===== src/rtl/lb_pkg.sv =====
`timescale 1ns/1ps
package lb_pkg;

    // Configuration width of one product-term cell with ni inputs,
    // np terms and no outputs: two literal bits per input per term,
    // one OR mask bit per term per output, one polarity bit per output.
    function automatic int pt_cfg_w(input int ni, input int np, input int no);
        return np * ni * 2 + no * np + no;
    endfunction

    // Width of the per-side output pick at the second level.
    function automatic int pick_w(input int outs);
        return (outs > 1) ? $clog2(outs) : 1;
    endfunction

endpackage


===== src/rtl/cfg_chain.sv =====
`timescale 1ns/1ps
module cfg_chain #(
    parameter int W = 16
) (
    input  logic         clk,
    input  logic         rst_n,
    input  logic         shift_en,
    input  logic         shift_din,
    output logic [W-1:0] cfg_q
);

    // New bit enters at the top; the first bit of the stream walks to bit 0.
    always_ff @(posedge clk or negedge rst_n) begin
        if (!rst_n) begin
            cfg_q <= '0;
        end else if (shift_en) begin
            cfg_q <= {shift_din, cfg_q[W-1:1]};
        end
    end

    AST_SHIFT_IN: assert property (@(posedge clk) disable iff (!rst_n)
        shift_en |=> cfg_q[W-1] == $past(shift_din));

    AST_SHIFT_MOVE: assert property (@(posedge clk) disable iff (!rst_n)
        shift_en |=> cfg_q[W-2:0] == $past(cfg_q[W-1:1]));

    AST_CFG_HOLD: assert property (@(posedge clk) disable iff (!rst_n)
        !shift_en |=> $stable(cfg_q));

endmodule


===== src/rtl/in_switch.sv =====
`timescale 1ns/1ps
module in_switch #(
    parameter int NIN  = 8,
    parameter int NSEL = 8,
    parameter int SW   = 3
) (
    input  logic [NSEL*SW-1:0] sel_cfg,
    input  logic [NIN-1:0]     src,
    output logic [NSEL-1:0]    dst
);

    localparam int EXT = 1 << SW;

    logic [EXT-1:0] src_ext;

    // Selector codes past the last real input read a constant 0.
    always_comb begin
        src_ext = '0;
        src_ext[NIN-1:0] = src;
    end

    genvar j;
    generate
        for (j = 0; j < NSEL; j++) begin : g_port
            assign dst[j] = src_ext[sel_cfg[j*SW +: SW]];
        end
    endgenerate

endmodule


===== src/rtl/pt_cell.sv =====
`timescale 1ns/1ps
module pt_cell import lb_pkg::*; #(
    parameter int NI = 2,
    parameter int NP = 1,
    parameter int NO = 1
) (
    input  logic [pt_cfg_w(NI, NP, NO)-1:0] cfg,
    input  logic [NI-1:0]                   x,
    output logic [NO-1:0]                   y
);

    localparam int AW   = NP * NI * 2;
    localparam int OMSK = AW;
    localparam int OPOL = AW + NO * NP;

    logic [NP-1:0] term;

    // AND plane: each enabled literal can clear the term.
    always_comb begin
        for (int t = 0; t < NP; t++) begin
            term[t] = 1'b1;
            for (int j = 0; j < NI; j++) begin
                if (cfg[2*(t*NI+j)] && !x[j]) term[t] = 1'b0;
                if (cfg[2*(t*NI+j)+1] && x[j]) term[t] = 1'b0;
            end
        end
    end

    // OR plane with output polarity.
    always_comb begin
        for (int o = 0; o < NO; o++) begin
            y[o] = (|(term & cfg[OMSK + o*NP +: NP])) ^ cfg[OPOL + o];
        end
    end

    always_comb begin
        for (int o = 0; o < NO; o++) begin
            if (cfg[OMSK + o*NP +: NP] == '0) begin
                AST_EMPTY_SUM: assert (y[o] == cfg[OPOL + o]);
            end
        end
    end

endmodule


===== src/rtl/tri_logic_block.sv =====
`timescale 1ns/1ps
module tri_logic_block import lb_pkg::*; #(
    parameter int NIN      = 8,
    parameter int L1_NI    = 8,
    parameter int L1_TERMS = 4,
    parameter int L1_OUTS  = 2
) (
    input  logic           clk,
    input  logic           rst_n,
    input  logic           cfg_en,
    input  logic           cfg_din,
    input  logic [NIN-1:0] blk_in,
    output logic           blk_out
);

    localparam int N1      = 4;
    localparam int N2      = N1 / 2;
    localparam int SW      = $clog2(NIN);
    localparam int PW      = pick_w(L1_OUTS);
    localparam int MUX_W   = N1 * L1_NI * SW;
    localparam int C1W     = pt_cfg_w(L1_NI, L1_TERMS, L1_OUTS);
    localparam int C2W     = pt_cfg_w(2, 1, 1);
    localparam int L1_OFF  = MUX_W;
    localparam int PK_OFF  = L1_OFF + N1 * C1W;
    localparam int L2_OFF  = PK_OFF + N2 * 2 * PW;
    localparam int L3_OFF  = L2_OFF + N2 * C2W;
    localparam int CFG_W   = L3_OFF + C2W;

    logic [CFG_W-1:0]   cfg;
    logic [L1_OUTS-1:0] l1_out [N1];
    logic [N2-1:0]      l2_out;
    logic [0:0]         l3_out;

    cfg_chain #(.W(CFG_W)) u_chain (
        .clk       (clk),
        .rst_n     (rst_n),
        .shift_en  (cfg_en),
        .shift_din (cfg_din),
        .cfg_q     (cfg)
    );

    genvar c, k, s;
    generate
        // Level one: full switching in front of wide cells.
        for (c = 0; c < N1; c++) begin : g_l1
            logic [L1_NI-1:0] pick;

            in_switch #(.NIN(NIN), .NSEL(L1_NI), .SW(SW)) u_sw (
                .sel_cfg (cfg[c*L1_NI*SW +: L1_NI*SW]),
                .src     (blk_in),
                .dst     (pick)
            );

            pt_cell #(.NI(L1_NI), .NP(L1_TERMS), .NO(L1_OUTS)) u_cell (
                .cfg (cfg[L1_OFF + c*C1W +: C1W]),
                .x   (pick),
                .y   (l1_out[c])
            );
        end

        // Level two: fixed pairing, only the output pick is configurable.
        for (k = 0; k < N2; k++) begin : g_l2
            logic [1:0] ab;

            for (s = 0; s < 2; s++) begin : g_side
                assign ab[s] = l1_out[2*k+s][cfg[PK_OFF + (2*k+s)*PW +: PW]];
            end

            pt_cell #(.NI(2), .NP(1), .NO(1)) u_cell (
                .cfg (cfg[L2_OFF + k*C2W +: C2W]),
                .x   (ab),
                .y   (l2_out[k +: 1])
            );
        end
    endgenerate

    // Level three: single narrow cell fed by the two level-two outputs.
    pt_cell #(.NI(2), .NP(1), .NO(1)) u_root (
        .cfg (cfg[L3_OFF +: C2W]),
        .x   (l2_out[1:0]),
        .y   (l3_out)
    );

    assign blk_out = l3_out[0];

    always_comb begin
        if (cfg == '0) begin
            AST_CLEAR_ZERO: assert (blk_out == 1'b0);
        end
    end

    AST_OUT_STEADY: assert property (@(posedge clk) disable iff (!rst_n)
        !cfg_en |=> (!$stable(blk_in) || $stable(blk_out)));

endmodule


===== config.mk =====
export PLATFORM = sky130hd
export DESIGN_NAME = tri_logic_block
export DESIGN_NICKNAME = d
export VERILOG_FILES = /design/src/rtl/lb_pkg.sv /design/src/rtl/cfg_chain.sv /design/src/rtl/in_switch.sv /design/src/rtl/pt_cell.sv /design/src/rtl/tri_logic_block.sv
export SDC_FILE = /design/constraint.sdc
export NUM_CORES = 1
export LEC_CHECK = 0
export ABC_AREA = 1
export BUFFER_PORTS_ARGS = -buffer_cell sky130_fd_sc_hd__buf_2
export CORE_MARGIN = 2
export CORE_UTILIZATION = 25
export DETAILED_ROUTE_END_ITERATION = 12
export PLACE_DENSITY = 0.43
export SETUP_SLACK_MARGIN = 0.4
export SYNTH_ARGS = -nofsm -noshare
export SYNTH_HDL_FRONTEND = slang
export SYNTH_SLANG_ARGS = --single-unit

===== constraint.sdc =====
create_clock -name clk -period 2.8 [get_ports clk]
set_input_delay 0.28 -clock clk [delete_from_list [all_inputs] [get_ports clk]]
set_output_delay 0.28 -clock clk [all_outputs]
set_load 0.02 [all_outputs]

### Word-level counts from Yosys, hierarchy flattened

Index checks and enable logic that the tools add are counted.

| cells by class | value |
|---|---|
| $add $sub $neg | 0 |
| $mul | 0 |
| div/mod/pow operators | 0 |
| magnitude comparators | 36 |
| equality and inequality tests | 0 |
| shift operators | 0 |
| multiplexer cells | 340 |
| bitwise logic cells | 22 |
| reduce and logical (&&, ||, !) cells | 314 |

Operators by type and width:

| kind | count |
|---|---|
| $mux 1 | 308 |
| $logic_and 1x1->1 | 268 |
| $lt 3x4->1 const B | 32 |
| $bmux 1 s3 | 32 |
| $logic_not 1->1 | 38 |
| $and 4x4->4 | 8 |
| $reduce_or 4->1 | 8 |
| $xor 1x1->1 | 11 |
| $lt 1x2->1 const B | 4 |
| $and 1x1->1 | 3 |

| storage, ports and cells | value |
|---|---|
| register bits | 414 |
| latch bits | 0 |
| bits in writable memories | 0 |
| ROM bits | 0 |
| input bits | 12 |
| output and inout port bits | 1 |
| logic and storage cells | 713 |
| memories | 0 |

### Longest topological paths before layout

Gate-level depths: netlist (run 1).

| depth | value |
|---|---|
| depth after elaboration | 41 |
| depth in mapped cells | 29 |
| mapped depth without buffers | 27 |

### Modules after synthesis

A second synthesis (run 1) with hierarchy kept.

| unflattened totals | value |
|---|---|
| cells, all modules | 3,147 |
| area, all modules | 21,395.5 um^2 |

Modules (own cells, without submodules):

| module | times used | cells each | area an instance (um^2) | sequential area each (um^2) |
|---|---|---|---|---|
| cfg_chain | 1 | 1,748 | 15,722.6 | 10,359.9 |
| pt_cell at g_l1[0].u_cell ... | 4 | 168 | 689.4 | 0.0 |
| in_switch | 4 | 168 | 670.6 | 0.0 |
| pt_cell at g_l2[0].u_cell ... | 3 | 13 | 57.6 | 0.0 |
| tri_logic_block | 1 | 16 | 60.1 | 0.0 |

### Worst setup path after synthesis (run 1)

No wires, ideal clock.

| timing path | value |
|---|---|
| kind | register to output |
| from | reg u_chain.cfg_q[69] |
| to | out blk_out |
| arrival | 2,260 ps |
| required time | 2,520 ps |
| slack | 260 ps |
| cell stages (with the launch flop) | 25 |
| buffers on the path | 1 |
| path through | dfrtp_1 -> buf_2 -> a21oi_1 -> o21ai_0 -> nand3_1 -> nand2_1 -> nand2_1 -> nand2_1 -> nand2_1 -> nor2_1 -> nand3_1 -> nand2_1 -> nor2_1 -> nand2_1 -> nand3_1 -> nand2_1 -> nor2_2 -> nor2_4 -> nand2_1 -> nand2_1 -> nand3_2 -> inv_1 -> nor2_1 -> nand3_1 -> nand2_1 |

| on the way | value |
|---|---|
| cells in the longest elaborated chain, start to end | 25 |
| elaborated cells on any way between the ends | 43 |
| classes of those cells | mux (18); bitwise (8); reduce/logical (17) |

Ends and longest elaborated chain:

| what | RTL line | RTL |
|---|---|---|
| from (decl) | cfg_chain.sv:9 | `output logic [W-1:0] cfg_q` |
| from (signal assigned) | cfg_chain.sv:17 | `cfg_q <= {shift_din, cfg_q[W-1:1]};` |
| $bmux 1 s3 * | in_switch.sv:25 | `assign dst[j] = src_ext[sel_cfg[j*SW +: SW]];` |
| $mux 1 (implied by the code) * | in_switch.sv:25 |  |
| $logic_not 1->1 | pt_cell.sv:23 | `if (cfg[2*(t*NI+j)] && !x[j]) term[t] = 1'b0;` |
| $logic_and 1x1->1 | pt_cell.sv:23 |  |
| $mux 1 | pt_cell.sv:23 |  |
| $mux 1 | pt_cell.sv:24 | `if (cfg[2*(t*NI+j)+1] && x[j]) term[t] = 1'b0;` |
| $and 4x4->4 | pt_cell.sv:32 | `y[o] = (\|(term & cfg[OMSK + o*NP +: NP])) ^ cfg[OPOL + o];` |
| $reduce_or 4->1 | pt_cell.sv:32 |  |
| [... 9 more ...] | - |  |
| $and 1x1->1 * | pt_cell.sv:32 |  |
| $xor 1x1->1 * | pt_cell.sv:32 |  |
| $logic_not 1->1 | pt_cell.sv:23 |  |
| $logic_and 1x1->1 | pt_cell.sv:23 |  |
| $mux 1 | pt_cell.sv:23 |  |
| $mux 1 * | pt_cell.sv:24 |  |
| $and 1x1->1 * | pt_cell.sv:32 |  |
| $xor 1x1->1 * | pt_cell.sv:32 |  |
| to (decl) | tri_logic_block.sv:13 | `output logic blk_out` |

Every way passes the cells marked *; elsewhere a longest branch is shown, timed or not. The select of a mux whose other input is x is not followed.

### Worst setup path in the final report (run 1)

| timing path | value |
|---|---|
| from | reg u_chain.cfg_q[18] |
| to | out blk_out |

| on the way | value |
|---|---|
| cells in the longest elaborated chain, start to end | 29 |
| elaborated cells on any way between the ends | 53 |
| classes of those cells | mux (28); bitwise (8); reduce/logical (17) |

Ends and longest elaborated chain:

| what | RTL line |
|---|---|
| $bmux 1 s3 * | in_switch.sv:25 |
| $mux 1 (implied by the code) * | in_switch.sv:25 |
| $logic_not 1->1 | pt_cell.sv:23 |
| $logic_and 1x1->1 | pt_cell.sv:23 |
| $mux 1 | pt_cell.sv:23 |
| $mux 1 | pt_cell.sv:24 |
| $mux 1 | pt_cell.sv:23 |
| $mux 1 | pt_cell.sv:24 |
| [... 13 more ...] | - |
| $logic_not 1->1 | pt_cell.sv:23 |
| $logic_and 1x1->1 | pt_cell.sv:23 |
| $mux 1 | pt_cell.sv:23 |
| $mux 1 * | pt_cell.sv:24 |
| $mux 1 * | pt_cell.sv:23 |
| $mux 1 * | pt_cell.sv:24 |
| $and 1x1->1 * | pt_cell.sv:32 |
| $xor 1x1->1 * | pt_cell.sv:32 |

Marked as above.

==> results of run 1 <==
through the flow:
step | power (mW) | cell area (um2) | std cells | worst slack, ns
floorplan | 10.8 | 20800 | 2679 | 0.287
global placement | 12.6 | 23200 | 3812 | -0.695
detailed placement | 12.7 | 23200 | 3812 | -0.685
CTS | 19.7 | 25300 | 3908 | -0.941
global route | 21.1 | 25800 | 3915 | -1.16
finish | 19.7 | 25800 | 3915 | -0.905
final cells by class:
cell class / instances / area [um2] / share of cell area (%)
clock buffer: 88 / 1650 / 6.39
clock inverter: 5 / 50.0 / 0.194
inverter: 334 / 1280 / 4.98
multi-input combinational: 1809 / 9180 / 35.6
sequential: 414 / 10400 / 40.3
tap: 1070 / 1340 / 5.19
timing repair buffer: 195 / 1900 / 7.35
metal layers:
| layer | vias to the layer above | global-route usage [%] | wire length (um) |
|---|---|---|---|
| met5 | - | 0 | 12 |
| met4 | 2 | 3.92 | 1280 |
| met3 | 87 | 1.90 | 1810 |
| met2 | 246 | 21.7 | 26200 |
| met1 | 8336 | 18.6 | 27600 |
| li1 | 8783 | - | - |
logic make-up after synthesis:
family | after synthesis
compound gates | 489
buf+inv | 456
flops | 414
mux | 28
simple gates | 1292
worst register-to-register path, stage by stage, from the launching register on:
cell and delay (ns):
dfrtp_2 0.44, buf_6 0.14, buf_4 0.12, buf_4 0.13, mux2_2 0.25
synthesized netlist by cell type, types with 21 or more instances:
cell	number
a21oi_1	115
nand3_1	250
o21ai_0	318
nor2_1	131
inv_1	319
mux2_2	28
nand3_2	48
o21ai_1	33
nand2_1	822
dfrtp_1	414
clkbuf_1	88
nand2_2	21
layout by cell type (no fill, tap or decap), types with 20 or more instances in the layout:
cell / netlist / final
nand2_1: 822 / 770
nor2_4: 1 / 20
mux2_2: 28 / 28
dfrtp_1: 414 / 389
nor2_1: 131 / 107
o21ai_0: 318 / 307
o21ai_1: 33 / 33
nand3_2: 48 / 91
o211ai_1: 20 / 20
buf_4: 2 / 141
a21oi_1: 115 / 114
nand3_1: 250 / 198
inv_2: 9 / 23
nand2_2: 21 / 61
dfrtp_2: 0 / 25
inv_1: 319 / 304
clkbuf_16: 0 / 53
buf_12: 0 / 32
final timing paths:
path / to / slack [ns] / cells past startpoint
max: blk_out / -0.91 / 25
min: u_chain.cfg_q[364] / 0.13 / 3
max reg2reg: u_chain.cfg_q[15] / 1.61 / 4
min reg2reg: u_chain.cfg_q[288] / 0.47 / 2
max in group asynchronous: u_chain.cfg_q[363] / 1.74 / 3
min in group asynchronous: u_chain.cfg_q[219] / 0.18 / 2
power groups by stage:
stage / sequential, mW / clock, mW / combinational [mW]
final: 7.76 / 6.69 / 5.29
after global placement: 7.80 / 0 / 4.81
after global routing: 7.90 / 7.17 / 6.02
after CTS: 7.74 / 6.94 / 5.07
after floorplan: 7.54 / 0 / 3.25
after detailed placement: 7.81 / 0 / 4.85
repair_timing:
item                                    in CTS  in global routing
endpoints found under the setup margin       1                  1
endpoints found under the hold margin       97                  0
gates resized for setup                    108                134
buffers inserted                             1                  7
hold buffers                                 2                  0
pin swaps                                   41                 81
==> metrics.md, run 1 <==
| Metric | Value |
|---|---|
| Run status | `complete, but fails checks` |
| Failing checks | `setup timing` |
| Crit end category | `output port` |
| Peak supply drop | `0.000392 V` |
| Syn_nets | `between 2000 and 3000` |
| Initial antenna violation count | `1` |
| Clock power frac | `33.9%` |
| Slowest-stage cell, CP | `dfrtp_2` |
| Filler instances | `8593` |
| Routability cong. | `0.802` |
| Worst Hold Launch | `cfg_en` |
| Starting density of the core | `25.3%` |
| Detail Route Antenna Nets | `0` |
| Crit path max fanout | `6` |
| Area Overhead vs Synth | `24.3%` |
| Primary FF master, synth | `dfrtp_1` |
| Largest net degree at the start of global routing | `85` |
| Routed Wire Length | `56900 um` |
| Initial DRC count | `1018` |
| Post-synth top area share | `50.0%` |
| Clk Latency, worst-skew pair | `0.60 ns` |
| Setup crit start | `u_chain.cfg_q[18]` |
| Leak | `about 12 nW` |
| Die area | `0.0853 mm2` |
| Comb power frac | `between 20% and 30%` |
| Clk Tree Root Cell | `clkbuf_16` |
| Max reg flops | `414` |
| Hpwl dp | `~40000 um` |
| Biggest register | `u_chain.cfg_q` |
| Adder-Cell Fraction of Synth Area | `0%` |
| Crit path buffers/inverters | `3` |
| Worst-margin pin slew | `0.515 ns` |
| Clock-pin slew on the worst setup and hold paths | `0.06 ns` |
| Crit Path Class | `reg -> out` |
| CTS tree | `done` |
| Finished Core Util | `31.4%` |
| CTS max path bufs | `3` |
| PortBufs | `12` |
| First-pass GRT wire length | `93500 um` |
| Slew Viols, Final | `0` |
| Crit-path max cell delay | `around 0.44 ns` |
| Number of global-route vias before repair | `17340` |
| Tmin final | `3.71 ns` |
| Setup crit start kind | `flop` |
| Max-Cap Viols | `0` |
| Power per standard cell area | `765 mW/mm2` |
| Vias | `17454` |
| Diodes inserted | `0` |
| Hold slack final | `0.131 ns` |
| Mean Syn Cell Area | `7.74 um2` |
| H-tree level count | `2` |
| Core Box Area | `0.0821 mm2` |
| Vias/cell | `roughly 4.5` |
| Switch share | `34.0%` |
| Area contributors post-synth | `dfrtp_1, nand2_1, o21ai_0` |
| Yosys warns | `0` |
| Combinational family with the most area after synthesis | `simple AND/OR/NAND/NOR gates` |
| Nets@finish | `between 2000 and 3000` |
| Gr ovfl total | `0` |
| Synth area leader | `dfrtp_1` |
| Unique masters post-synth | `28` |
| Setup violators final | `1` |
| Synthesized area | `0.0207 mm2` |
| Die Height | `292 um` |
| Yosys reg bits | `414` |
| Final TNS setup | `-0.905 ns` |
| Share of post-route cells with drive strength above 1 | `~20%` |
| DRT Pass-1 Iters | `5` |
| Worst r2r src | `u_chain.cfg_q[15]` |
| Seq/Total Area, Yosys | `50.0%` |
| Synth Area in XOR/XNOR | `0%` |
| Worst Path Required | `2.52 ns` |
| Post-Synth Simple-Gate Area | `27.2%` |
| CTS Buf Count | `roughly 50` |
| Number of enable flip-flop cells after synthesis | `0` |
| Hold Crit Class | `in -> reg` |
| Multiplexer share of the synthesized area | `1.52%` |
| Avg WL per Cell | `14.5 um` |
| Arrival @ worst endpoint | `3.43 ns` |
| Synth Area in Compound Gates | `12.1%` |
| Fin. Hold Viols | `0` |
| Synth async-reset ratio | `100%` |
| Final period utilization | `132%` |
| Mapped Cells | `between 2000 and 3000` |
| Row count | `105` |
| Clock Sink Count | `414` |
| Switching power | `6.70 mW` |
| CP top delay family | `simple AND/OR/NAND/NOR gates` |
| Sequential share of power | `roughly two fifths` |
| Clock skew | `about 0.016 ns` |
| Fmax | `0.270 GHz` |
| Final WS setup | `-0.905 ns` |
| Internal Power | `13.0 mW` |
| Die width | `slightly below 300 um` |
| Total GRT Usage | `13.4%` |
| Unrepaired setup endpoints after global routing | `yes` |
| Drt drc | `0` |
| I/O pins | `13` |
| Top flop regs | `u_chain.cfg_q x414` |
| Rel. slew slack | `65.7%` |
(Power assumes the default switching activity.)
==> inputs of run 2 (changes only) <==
--- a/config.mk
+++ b/config.mk
@@ -9,9 +9,12 @@
 export BUFFER_PORTS_ARGS = -buffer_cell sky130_fd_sc_hd__buf_2
 export CORE_MARGIN = 2
 export CORE_UTILIZATION = 25
+export CTS_CLUSTER_SIZE = 8
 export DETAILED_ROUTE_END_ITERATION = 12
 export PLACE_DENSITY = 0.43
 export SETUP_SLACK_MARGIN = 0.4
+export SKIP_LAST_GASP = 1
 export SYNTH_ARGS = -nofsm -noshare
 export SYNTH_HDL_FRONTEND = slang
+export SYNTH_HIERARCHICAL = 1
 export SYNTH_SLANG_ARGS = --single-unit
==> run 2 against run 1 <==
Compared with the run above: the run still ends with setup timing left; utilization shrank 0.99 points; critical endpoint unchanged; design area grew 0.28%; sequential power shrank 21%; flip-flop and latch count is the same; die area grew 3.1%; wire length shrank 0.92%; synthesized cell count grew 17%; worst setup slack gained 0.013 ns.
==> metrics.md, run 2 <==
| Metric | Value |
|---|---|
| Run status | `complete, but fails checks` |
| Failing checks | `setup timing` |
| Met1 Usage GRT | `18.6%` |
| Design Power | `13.6 mW` |
| # Post-CTS Setup Buffers | `0` |
| Synthesized area | `0.0214 mm2` |
| Crit path max fanout | `7` |
| CTS tree | `done` |
| Initial antenna violation count | `0` |
| Diodes inserted | `0` |
| Max reg flops | `414` |
| H-tree level count | `2` |
| Crit path buffers/inverters | `2` |
| Area Overhead vs Synth | `20.8%` |
| Met3 usage | `2.17%` |
| Commonest non-fill, non-tap cells in the layout | `nand2_1, dfrtp_1, inv_1` |
| Most used routing layer in global routing | `met2` |
| Hold Crit Class | `in -> reg` |
| Largest net degree at the start of global routing | `130` |
| Fin. Hold Viols | `0` |
| Share of post-route cells with drive strength above 1 | `13.7%` |
| Crit-path max cell delay | `0.44 ns` |
| CTS Buf Count | `58` |
| CP top delay family | `simple AND/OR/NAND/NOR gates` |
| Syn_nets | `around 3200` |
| Primary FF master, synth | `dfrtp_1` |
| Synth area leader | `dfrtp_1` |
| Number of enable flip-flop cells after synthesis | `0` |
| Final TNS setup | `-0.892 ns` |
| Hpwl dp | `36900 um` |
| Finished Cell Area | `0.0259 mm2` |
| Seq/Total Area, Yosys | `48.4%` |
| Clock skew | `0.0214 ns` |
| First-pass GRT wire length | `93900 um` |
| Leak | `14.3 nW` |
| Worst-margin pin slew | `0.639 ns` |
| Max-Cap Viols | `0` |
| Tmin final | `roughly 3.7 ns` |
| Slowest-stage cell, CP | `dfrtp_1` |
| Gr ovfl total | `0` |
| Arrival @ worst endpoint | `3.41 ns` |
| Die width | `roughly 300 um` |
| Yosys warns | `6` |
| Vias | `between 15000 and 20000` |
| Die area | `0.0879 mm2` |
| Crit end category | `output port` |
| Clk Latency, worst-skew pair | `0.61 ns` |
| Post-synth top cells | `nand2_1, dfrtp_1, inv_1` |
| Hold slack final | `0.0602 ns` |
| Nets@finish | `3332` |
| Unique masters post-synth | `19` |
| Core Box Area | `0.0850 mm2` |
| DRT Pass-1 Iters | `5` |
| Detail Route Antenna Nets | `0` |
| I/O pins | `13` |
| Commonest non-fill, non-tap cell in the layout | `nand2_1` |
| Routability cong. | `0.760` |
| Mapped Cells | `approximately 3100` |
| Unrepaired setup endpoints after global routing | `yes` |
| Synth async-reset ratio | `100%` |
| Vias/cell | `around 4.1` |
| Clk Tree Root Cell | `clkbuf_16` |
| Row count | `around 110` |
| Yosys reg bits | `just over 400` |
| Worst Path Required | `approximately 2.5 ns` |
| Most used cell, CP | `nand2_1` |
| Power per standard cell area | `527 mW/mm2` |
| Number of global-route vias before repair | `17420` |
| Peak supply drop | `0.000442 V` |
| Clock Sink Count | `between 400 and 500` |
| Setup violators final | `1` |
| Top flop regs | `u_chain/cfg_q x414` |
| Post-synth top area share | `around half` |
| Crit Path Class | `reg -> out` |
| Clock-pin slew on the worst setup and hold paths | `roughly 0.060 ns` |
| Cell with the most instances after synthesis | `nand2_1` |
| Area contributors post-synth | `dfrtp_1, nand2_1, inv_1` |
| Avg WL per Cell | `12.6 um` |
| Post-Place Cell Area | `0.0240 mm2` |
| Drt drc | `0` |
| Final period utilization | `132%` |
| CTS max path bufs | `3` |
| Initial DRC count | `1192` |
| Slew Viols, Final | `0` |
| Routed Wire Length | `56400 um` |
| Rel. slew slack | `57.4%` |
| Die Height | `297 um` |
| Final WS setup | `-0.892 ns` |
| Fmax | `0.271 GHz` |
| Starting density of the core | `approximately 25%` |
| Setup crit start kind | `flop` |
| PortBufs | `12` |
| Biggest register | `u_chain/cfg_q` |
| Total GRT Usage | `13.1%` |
| Mean Syn Cell Area | `between 6 and 7 um2` |
| Global routing usage on met2 | `20.7%` |
-- run 2: kinds of logic (layout without fill, tap and decap cells) --
kind of cell	Yosys count	after routing	share of synthesized area, %
buffers and inverters	421	601	9.19
DFF	414	414	48.4
and+or+nand+nor	2249	2249	40.8
AOI/OAI and AO/OA	63	63	1.57
-- run 2: per-layer routing --
metal,up-vias,part of all wire [%]
met5,-,0
met4,0,1.7
met3,70,3.4
met2,179,44
met1,8416,51
li1,9728,-
-- run 2: cell type report --
cell class / count / area, um2
Clock inverter: 3 / 33.8
Inverter: 326 / 1240
Clock buffer: 64 / 1520
Fill cell: 9271 / 59200
Multi-Input combinational cell: 2312 / 9330
Sequential cell: 414 / 10400
Timing Repair Buffer: 208 / 1910
Tap cell: 1144 / 1430
-- run 2: power by group --
part / internal (mW) / switching (mW)
sequential: 6.06 / 0.0711
clock: 3.74 / 2.63
combinational: 0.347 / 0.764
-- run 2: repair_timing --
| item | in CTS | in global routing |
|---|---|---|
| pin swaps | 23 | 25 |
| gates cloned | 0 | 0 |
| hold buffers | 2 | 0 |
| gates resized for setup | 80 | 54 |
| setup endpoints to repair | 1 | 1 |
| endpoints found under the hold margin | 51 | 0 |
-- run 2: stage by stage --
stage,util (%),setup WS [ns],cells
floorplan,-,0.239,3147
global placement,28.2,-0.923,4402
detailed placement,28.2,-0.910,4402
CTS,30.3,-0.970,4471
global route,30.4,-1.24,4471
finish,30.4,-0.892,4471
-- run 2: final timing paths --
| path | startpoint | to | slack [ns] | cells after the start |
|---|---|---|---|---|
| setup / recovery | u_chain/cfg_q[0] | blk_out | -0.89 | 25 |
| hold / removal | cfg_en | u_chain/cfg_q[4] | 0.06 | 3 |
| setup reg to reg | u_chain/cfg_q[48] | u_chain/cfg_q[47] | 1.95 | 3 |
| hold reg to reg | u_chain/cfg_q[411] | u_chain/cfg_q[410] | 0.48 | 2 |
| max in group asynchronous | rst_n | u_chain/cfg_q[314] | 1.72 | 4 |
| min in group asynchronous | rst_n | u_chain/cfg_q[134] | 0.23 | 2 |
-- run 2: tightest hold or removal path, delay by kind of cell --
family / cells / cell delay, ns
buffers and inverters: 1 / 0.20
and+or+nand+nor: 2 / 0.15
